$ cat src/rtl/deskew_pkg.sv
package deskew_pkg;

    // One decoded character as carried through the lane delay lines.
    typedef struct packed {
        logic [7:0] code;
        logic       is_k;
        logic       rd_pos;
    } sym_t;

    localparam logic [7:0] COMMA_CODE = 8'hBC;
    localparam int         SYNC_LEN   = 4;

    typedef enum logic [1:0] {
        WIN_IDLE,
        WIN_OPEN,
        WIN_HOLD
    } win_state_e;

    function automatic logic is_comma(sym_t s);
        return s.is_k && (s.code == COMMA_CODE);
    endfunction

    // oldest .. newest: two of one disparity, then two of the other
    function automatic logic sync_match(sym_t o3, sym_t o2, sym_t o1, sym_t o0);
        logic all_comma;
        all_comma = is_comma(o3) && is_comma(o2) && is_comma(o1) && is_comma(o0);
        return all_comma && (o3.rd_pos == o2.rd_pos) && (o1.rd_pos == o0.rd_pos)
               && (o3.rd_pos != o1.rd_pos);
    endfunction

endpackage

$ cat src/rtl/lane_delay_line.sv
module lane_delay_line
    import deskew_pkg::*;
#(
    parameter int DEPTH = 4,
    parameter int TAP_W = (DEPTH > 1) ? $clog2(DEPTH) : 1
) (
    input  logic                     clk,
    input  logic                     rst,
    input  sym_t                     wr_sym,
    input  logic [TAP_W-1:0]         rd_tap,
    output sym_t                     rd_sym,
    output sym_t [SYNC_LEN-1:0]      recent
);
    sym_t [DEPTH-1:0] line;

    always_ff @(posedge clk) begin
        if (rst) begin
            line   <= '0;
            rd_sym <= '0;
        end else begin
            line   <= {line[DEPTH-2:0], wr_sym};
            rd_sym <= line[rd_tap];
        end
    end

    // Entry 0 holds the newest character.
    assign recent = line[SYNC_LEN-1:0];

endmodule

$ cat src/rtl/sync_point_det.sv
module sync_point_det
    import deskew_pkg::*;
(
    input  sym_t [SYNC_LEN-1:0] recent,
    output logic                hit
);
    always_comb begin
        hit = sync_match(recent[3], recent[2], recent[1], recent[0]);
    end
endmodule

$ cat src/rtl/deskew_ctrl.sv
module deskew_ctrl
    import deskew_pkg::*;
#(
    parameter int LANES      = 4,
    parameter int SKEW_SLOTS = 1,
    parameter int HOLD_SLOTS = 4,
    parameter int TAP_W      = 2
) (
    input  logic                         clk,
    input  logic                         rst,
    input  logic                         align_en,
    input  logic [LANES-1:0]             hit,
    output logic [LANES-1:0][TAP_W-1:0]  taps,
    output logic                         aligned,
    output logic                         skew_err
);
    localparam int OFF_W  = (SKEW_SLOTS < 1) ? 1 : $clog2(SKEW_SLOTS + 1);
    localparam int HOLD_W = $clog2(HOLD_SLOTS + 1);

    win_state_e                      state;
    logic [LANES-1:0]                seen;
    logic [LANES-1:0][OFF_W-1:0]     arr;
    logic [OFF_W-1:0]                cnt;
    logic [HOLD_W-1:0]               hold;

    logic [OFF_W-1:0]                cur_off;
    logic                            open_win;
    logic                            live;
    logic [LANES-1:0]                seen_n;
    logic [LANES-1:0][OFF_W-1:0]     arr_n;
    logic [LANES-1:0][TAP_W-1:0]     tap_n;
    logic                            done;
    logic                            expire;

    always_comb begin
        cur_off  = (state == WIN_OPEN) ? cnt + OFF_W'(1) : '0;
        open_win = (state == WIN_IDLE) && align_en && (|hit);
        live     = ((state == WIN_OPEN) && align_en) || open_win;
        seen_n   = ((state == WIN_OPEN) ? seen : '0) | hit;
        for (int i = 0; i < LANES; i++) begin
            if (hit[i] && !((state == WIN_OPEN) && seen[i])) begin
                arr_n[i] = cur_off;
            end else begin
                arr_n[i] = (state == WIN_OPEN) ? arr[i] : '0;
            end
            tap_n[i] = TAP_W'(cur_off - arr_n[i]);
        end
        done   = live && (&seen_n);
        expire = live && !(&seen_n) && (cur_off >= OFF_W'(SKEW_SLOTS));
    end

    always_ff @(posedge clk) begin
        if (rst) begin
            state    <= WIN_IDLE;
            seen     <= '0;
            arr      <= '0;
            cnt      <= '0;
            hold     <= '0;
            taps     <= '0;
            aligned  <= 1'b0;
            skew_err <= 1'b0;
        end else begin
            skew_err <= 1'b0;
            if (done) begin
                taps    <= tap_n;
                aligned <= 1'b1;
                state   <= WIN_IDLE;
                seen    <= '0;
            end else if (expire) begin
                skew_err <= 1'b1;
                aligned  <= 1'b0;
                state    <= WIN_HOLD;
                seen     <= '0;
                hold     <= HOLD_W'(HOLD_SLOTS - 1);
            end else if (live) begin
                state <= WIN_OPEN;
                seen  <= seen_n;
                arr   <= arr_n;
                cnt   <= cur_off;
            end else if (state == WIN_OPEN) begin
                state <= WIN_IDLE;
                seen  <= '0;
            end else if (state == WIN_HOLD) begin
                if (hold == '0) begin
                    state <= WIN_IDLE;
                end else begin
                    hold <= hold - HOLD_W'(1);
                end
            end
        end
    end

endmodule

$ cat src/rtl/sync_deskew.sv
module sync_deskew
    import deskew_pkg::*;
#(
    parameter int LANES      = 4,
    parameter int DEPTH      = 4,
    parameter int SKEW_SLOTS = 1
) (
    input  logic               clk,
    input  logic               rst,
    input  logic               align_en,
    input  logic [LANES*8-1:0] in_code,
    input  logic [LANES-1:0]   in_k,
    input  logic [LANES-1:0]   in_rdpos,
    output logic [LANES*8-1:0] out_code,
    output logic [LANES-1:0]   out_k,
    output logic [LANES-1:0]   out_rdpos,
    output logic               aligned,
    output logic               skew_err
);
    localparam int TAP_W = (DEPTH > 1) ? $clog2(DEPTH) : 1;

    logic [LANES-1:0]             lane_hit;
    logic [LANES-1:0][TAP_W-1:0]  tap_sel;

    for (genvar g = 0; g < LANES; g++) begin : g_lane
        sym_t                  wr_s;
        sym_t                  rd_s;
        sym_t [SYNC_LEN-1:0]   win;

        assign wr_s = '{code: in_code[g*8 +: 8], is_k: in_k[g], rd_pos: in_rdpos[g]};

        lane_delay_line #(.DEPTH(DEPTH), .TAP_W(TAP_W)) line_i (
            .clk    (clk),
            .rst    (rst),
            .wr_sym (wr_s),
            .rd_tap (tap_sel[g]),
            .rd_sym (rd_s),
            .recent (win)
        );

        sync_point_det det_i (
            .recent (win),
            .hit    (lane_hit[g])
        );

        assign out_code[g*8 +: 8] = rd_s.code;
        assign out_k[g]           = rd_s.is_k;
        assign out_rdpos[g]       = rd_s.rd_pos;
    end

    deskew_ctrl #(
        .LANES      (LANES),
        .SKEW_SLOTS (SKEW_SLOTS),
        .HOLD_SLOTS (DEPTH),
        .TAP_W      (TAP_W)
    ) ctrl_i (
        .clk      (clk),
        .rst      (rst),
        .align_en (align_en),
        .hit      (lane_hit),
        .taps     (tap_sel),
        .aligned  (aligned),
        .skew_err (skew_err)
    );

endmodule

$ cat config.mk
export PLATFORM = sky130hd
export DESIGN_NAME = sync_deskew
export DESIGN_NICKNAME = d
export VERILOG_FILES = /design/src/rtl/deskew_pkg.sv /design/src/rtl/lane_delay_line.sv /design/src/rtl/sync_point_det.sv /design/src/rtl/deskew_ctrl.sv /design/src/rtl/sync_deskew.sv
export SDC_FILE = /design/constraint.sdc
export NUM_CORES = 1
export LEC_CHECK = 0
export BUFFER_PORTS_ARGS = -buffer_cell sky130_fd_sc_hd__buf_4
export CAP_MARGIN = 20
export CORE_UTILIZATION = 41
export DETAILED_ROUTE_END_ITERATION = 10
export GPL_TIMING_DRIVEN = 0
export PLACE_DENSITY = 0.61
export SLEW_MARGIN = 15
export SYNTH_ARGS = -nofsm -noshare
export SYNTH_HDL_FRONTEND = slang
export SYNTH_HIERARCHICAL = 1
export SYNTH_SLANG_ARGS = --single-unit
$ cat constraint.sdc
create_clock -name clk -period 2.6 [get_ports clk]
set_clock_uncertainty 0.1 [all_clocks]
set_input_delay 0.13 -clock clk [delete_from_list [all_inputs] [get_ports clk]]
set_output_delay 0.13 -clock clk [all_outputs]
set_load 0.005 [all_outputs]
Yosys cells after proc, flatten, opt, wreduce, memory -nomap -nowiden
Index checks and enable logic that the tools add are counted.
{"block": "op_classes", "order_cmp": 5, "bitwise": 3, "n_reduce_logical": 77, "eq_ne": 33, "muxes": 33, "n_addsub": 6}
{"op": "$eq 8x8->1 const B", "n": 16}
{"op": "$bmux 10 s2", "n": 4}
{"op": "$logic_and 1x1->1", "n": 54}
{"op": "$mux 10", "n": 4}
{"op": "$mux 3", "n": 5}
{"op": "$lt 2x3->1 const B", "n": 4}
{"op": "$mux 1", "n": 12}
{"op": "$mux 4", "n": 3}
{"op": "$mux 2", "n": 5}
{"op": "$eq 1x1->1", "n": 8}
{"op": "$reduce_bool 4->1", "n": 2}
{"op": "$sub 1x1->2", "n": 4}
{"op": "$reduce_bool 2->1", "n": 3}
{"op": "$reduce_bool 3->1", "n": 2}
{"op": "$logic_not 1->1", "n": 5}
{"op": "$reduce_and 5->1", "n": 1}
{"op": "$ne 1x1->1", "n": 4}
{"op": "$ne 2x1->1 const B", "n": 2}
{"op": "$or 4x4->4", "n": 1}
{"op": "$reduce_and 2->1", "n": 2}
{"op": "$reduce_and 4->1", "n": 1}
{"op": "$reduce_or 4->1", "n": 1}
{"op": "$logic_not 3->1", "n": 1}
{"op": "$reduce_and 3->1", "n": 1}
{"op": "other kinds (11)", "n": 12}
{"block": "word_totals", "input_bits": 43, "regBits": 224}

Longest topological paths before layout
{"block": "logic_depth", "ltp_word": 15, "ltp_mapped": 9, "depth_no_buf": 9}

Cells and area by module
The synthesis kept the hierarchy.
{"mod": "lane_delay_line", "area_per_inst_um2": 1577.8, "cells_each": 130, "n_inst": 4}
{"mod": "deskew_ctrl", "area_per_inst_um2": 1257.5, "cells_each": 139, "n_inst": 1}
{"mod": "sync_point_det", "area_per_inst_um2": 146.4, "cells_each": 17, "n_inst": 4}

Least setup slack after synthesis
Ideal clock, no wire load.
{"block": "synth_path", "path_type": "register to register", "startpoint": "reg g_lane[2].line_i.line (netlist bit g_lane[2].line_i/recent[32])", "endpoint": "reg ctrl_i/taps[0] (netlist bit)", "arrival_ns": 1.971, "slack_ns": 0.444, "period_less_slack_ns": 2.156, "t_required_ns": 2.414, "path_stages_with_launch": 9, "path_cell_list": "dfxtp_1 > nand4bb_1 > nor4_1 > and4_1 > nand4_1 > a211oi_2 > clkbuf_1 > a21oi_1 > a211oi_1"}
{"block": "synth_between", "elab_chain_len": 12}
{"element": "start: declaration", "line": "lane_delay_line.sv:14", "text": "sym_t [DEPTH-1:0] line;"}
{"element": "start signal: assignment", "line": "lane_delay_line.sv:21", "text": "line <= {line[DEPTH-2:0], wr_sym};"}
{"element": "$eq 8x8->1 (*)", "line": "deskew_pkg.sv:20", "text": "return s.is_k && (s.code == COMMA_CODE);"}
{"element": "$logic_and 1x1->1 (*)", "line": "deskew_pkg.sv:20"}
{"element": "$logic_and 1x1->1 (*) (3 in a row)", "line": "deskew_pkg.sv:26", "text": "all_comma = is_comma(o3) && is_comma(o2) && is_comma(o1) && is_comma(o0);"}
{"element": "$logic_and 1x1->1 (*) (2 in a row)", "line": "deskew_pkg.sv:27", "text": "return all_comma && (o3.rd_pos == o2.rd_pos) && (o1.rd_pos == o0.rd_pos)"}
{"element": "$logic_and 1x1->1 (*)", "line": "deskew_pkg.sv:28", "text": "&& (o3.rd_pos != o1.rd_pos);"}
{"element": "named net lane_hit[2]", "line": "sync_deskew.sv:22", "text": "logic [LANES-1:0] lane_hit;"}
{"element": "$reduce_or 4->1", "line": "deskew_ctrl.sv:37", "text": "open_win = (state == WIN_IDLE) && align_en && (|hit);"}
{"element": "$logic_and 1x1->1", "line": "deskew_ctrl.sv:37"}
{"element": "$logic_or 1x1->1", "line": "deskew_ctrl.sv:38", "text": "live = ((state == WIN_OPEN) && align_en) || open_win;"}
{"element": "$logic_and 1x1->1 (*)", "line": "deskew_ctrl.sv:48", "text": "done = live && (&seen_n);"}
{"element": "end signal: assignment", "line": "deskew_ctrl.sv:65", "text": "taps <= tap_n;"}
{"element": "end: declaration", "line": "deskew_ctrl.sv:13", "text": "output logic [LANES-1:0][TAP_W-1:0] taps,"}
The timed path passes the listed nets; every way through them passes the cells marked *.
A chain may end at the register's enable or synchronous reset.

==> out/summary.txt <==
Worst Reg-to-Reg Cells: 8
crit path DAT: 2.77 ns
DP HPWL: 12.28 mm
global router's overall resource usage: 17.68%
routed len/inst: 15.48 microns
Sink Count: 224
Tcrit/Tclk final: 94.51%
Reg2Reg Capture Point: ctrl_i/taps[6]
status: finished, final reports clean
post-synthesis cell count: 727
CTS tree: done
synthesis-stage register bit count: 224
Seq/Total Area, Yosys: 54.99%
r2r startpoint: g_lane[3].line_i/recent[28]
Min-Delay Path Depth: 3
Routability Congestion: 0.8604
Synth Warn #: 6
hold_sp: rst
DRC viols: 0
crit-path cells: nand4b_1, nor4_1, and4_2, inv_1, or3_1, a21oi_1, ha_1, a211oi_1
top_reg_cell synth: dfxtp_1
Worst Tran Pin Value: 0.6182 ns
area leader, netlist: dfxtp_1
Die ar.: 20,460 sq um
Fmax achieved: 407.0 MHz
most frequent cells in the layout: dfxtp_1, nor2b_1, buf_4
via total after detailed routing: 5,854
Leak: 3.772 nW
Area Growth Syn to Fin: 26.48%
Final #Nets: 928
crit end category: register
pin count of the biggest net entering global routing: 26
Synth area leaders: dfxtp_1, nor2b_1, mux2i_1, o22ai_1, nand4b_1
Crit path largest cell delay: 0.37 ns
port bufs: 84
core area: 19,460 sq um
max cap viols: 0
worst setup margin: 0.1428 ns
GR Util met3: 2.582%
ys async rst share: 0%
Mapped Area: 8154 sq um
Mean Syn Cell Area: 11.22 sq um
global route overflow: 0
Root Buffer: clkbuf_16
count of different cell masters after synthesis: 46
Worst setup SP type: register
Final Setup Violations: 0
Critical path buffers and inverters: 1
critical path required time: 2.91 ns
Power Density: 707.5 nW/um^2
iteration count of the initial detailed-routing pass: 5
r2r setup slk: 0.14 ns
pre-CTS setup slack: -0.02866 ns
Final Hold Slack: 0.08978 ns
die span in y: 143.0 microns
RSZ-0062 raised after global routing: no
number of global-route vias before repair: 5,812
final hold vios: 0
Final Max Tran Viols: 0
Worst slew margin: 58.47%
post-route minimum period: 2.457 ns
met1 Use GR: 23.30%
Max VDD drop: 493.9 uV
crit path max fanout: 4
clk slew on worst S/H paths: 0.06 ns
M2 GR Usage: 29.96%
Starting Density: 41.90%
crit path kind: register to register
initial drt markers: 265
Inserted Diodes: 0
final antenna-violating net count: 0
clock buffer depth: 3
Post-Route WL: 17.96 mm
Top delay family on crit path: simple AND/OR/NAND/NOR gates
most common cell after layout, fill and taps aside: dfxtp_1
H-tree depth: 1
initial antenna violation count: 0
area share of the largest cell type after synthesis: 54.99%
Skew-Pair Late Insertion Delay: 0.50 ns
die width: 143.0 microns
hold worst-path end: g_lane[3].line_i/recent[5]
drt via density: 5.047
HP Class: primary input to register
share of cells above drive strength 1: 20.78%
Post-synth EDFFs: 0
GRT Max-Usage Layer: met2
Num CTS Buffers: 23
IO Pins: 85
Critical Path Slowest Stage Cell: and4_2
Post-Syn Nets: 776
row cnt: 51
global-route wire length before repair: 28.89 mm
[synthesized netlist by cell type (all sizes together), types with 4 or more instances]
master	number
o311a	4
nor2b	161
nor3	6
a21oi	15
dfxtp	224
xor2	4
nand4b	16
nand4	5
a31o	4
o22ai	48
nand2b	10
nand3	5
ha	6
a22oi	4
mux2i	81
buf	35
nor4	12
nand2	14
inv	8
or2	4
o21ai	16
a211oi	5
clkbuf	5
nand4bb	12
and4	4
or3	4
[tightest hold or removal path, delay by kind of cell]
family        cells  cell delay, ns
buf+inv           2            0.41
simple gates      1            0.11
[kinds of logic (layout without fill, tap and decap cells)]
| kind of cell | count (synthesis) | count (layout) | share of synthesized area, % |
|---|---|---|---|
| compound gates | 102 | 102 | 8.424 |
| buf+inv | 48 | 216 | 3.437 |
| fa+ha+maj | 6 | 6 | 0.9206 |
| flops | 224 | 224 | 54.99 |
| xor+xnor | 4 | 4 | 0.4296 |
| mux | 81 | 81 | 9.943 |
| simple gates | 262 | 262 | 21.85 |
[cell type report]
class,instances,area (sq um)
inverters,8,30.03
fillers,1715,9149
multi-input cells,455,3397
clock inverters,10,127.6
repair buffers,127,1056
flip-flops and latches,224,4484
well taps,265,331.6
plain buffers,40,251.5
clock buffers,31,635.6
[routing by layer]
| metal | vias to the layer above | wire [microns] | share of wire (%) |
|---|---|---|---|
| li1 | 2863 | - | - |
| met1 | 2840 | 8513 | 47 |
| met2 | 127 | 8455 | 47 |
| met3 | 24 | 725 | 4.0 |
| met4 | 0 | 267 | 1.5 |
| met5 | - | 0 | 0 |
[power breakdown]
| part | switching (mW) | total, mW | internal [mW] |
|---|---|---|---|
| clock network | 1.31 | 3.32 | 2.01 |
| logic | 0.140 | 0.352 | 0.212 |
| registers | 0.0789 | 3.62 | 3.54 |
[state kept, by name (all words and copies together), names as in the netlist, 2 cells and up]
signal and count:
g_lane.line_i/rd_sym 40, ctrl_i/seen 4, ctrl_i/state 2, g_lane.line_i/recent 160
ctrl_i/taps 8, ctrl_i/arr 4, ctrl_i/hold 3
[worst max path at each step]
stage	cells after the start	slack, ns	startpoint	end
6_report	8	0.14	g_lane[3].line_i/recent[28]	ctrl_i/taps[6]
5_1_grt	7	0.001	g_lane[1].line_i/recent[30]	ctrl_i/seen[1]
4_1_cts	7	0.0004	g_lane[3].line_i/recent[32]	ctrl_i/seen[1]
3_5_place_dp	8	-0.03	g_lane[3].line_i/recent[32]	ctrl_i/taps[2]
3_3_place_gp	8	-0.03	g_lane[3].line_i/recent[32]	ctrl_i/taps[6]
2_1_floorplan	8	0.44	g_lane[2].line_i/recent[32]	ctrl_i/taps[0]
[metrics by stage]
step,power (mW),utilization [%],cell area [sq um],TNS [ns],instances
2_1_floorplan,3.843,-,8154,0,727
3_3_place_gp,3.990,46.84,9116,-0.07609,1076
3_5_place_dp,4.002,46.84,9116,-0.09317,1076
4_1_cts,7.376,52.88,10290,0,1158
5_1_grt,7.553,52.99,10310,0,1160
6_report,7.297,52.99,10310,0,1160
[what timing repair did]
item / 4_1_cts / 5_1_grt
setup endpoints to repair: 4 / 16
setup buffers: 0 / 2
hold buffers: 41 / 0
pin swaps: 0 / 1
resized for setup: 1 / 5
hold endpoints to repair: 44 / 0
Note: power is estimated with default switching activity, not from simulation.
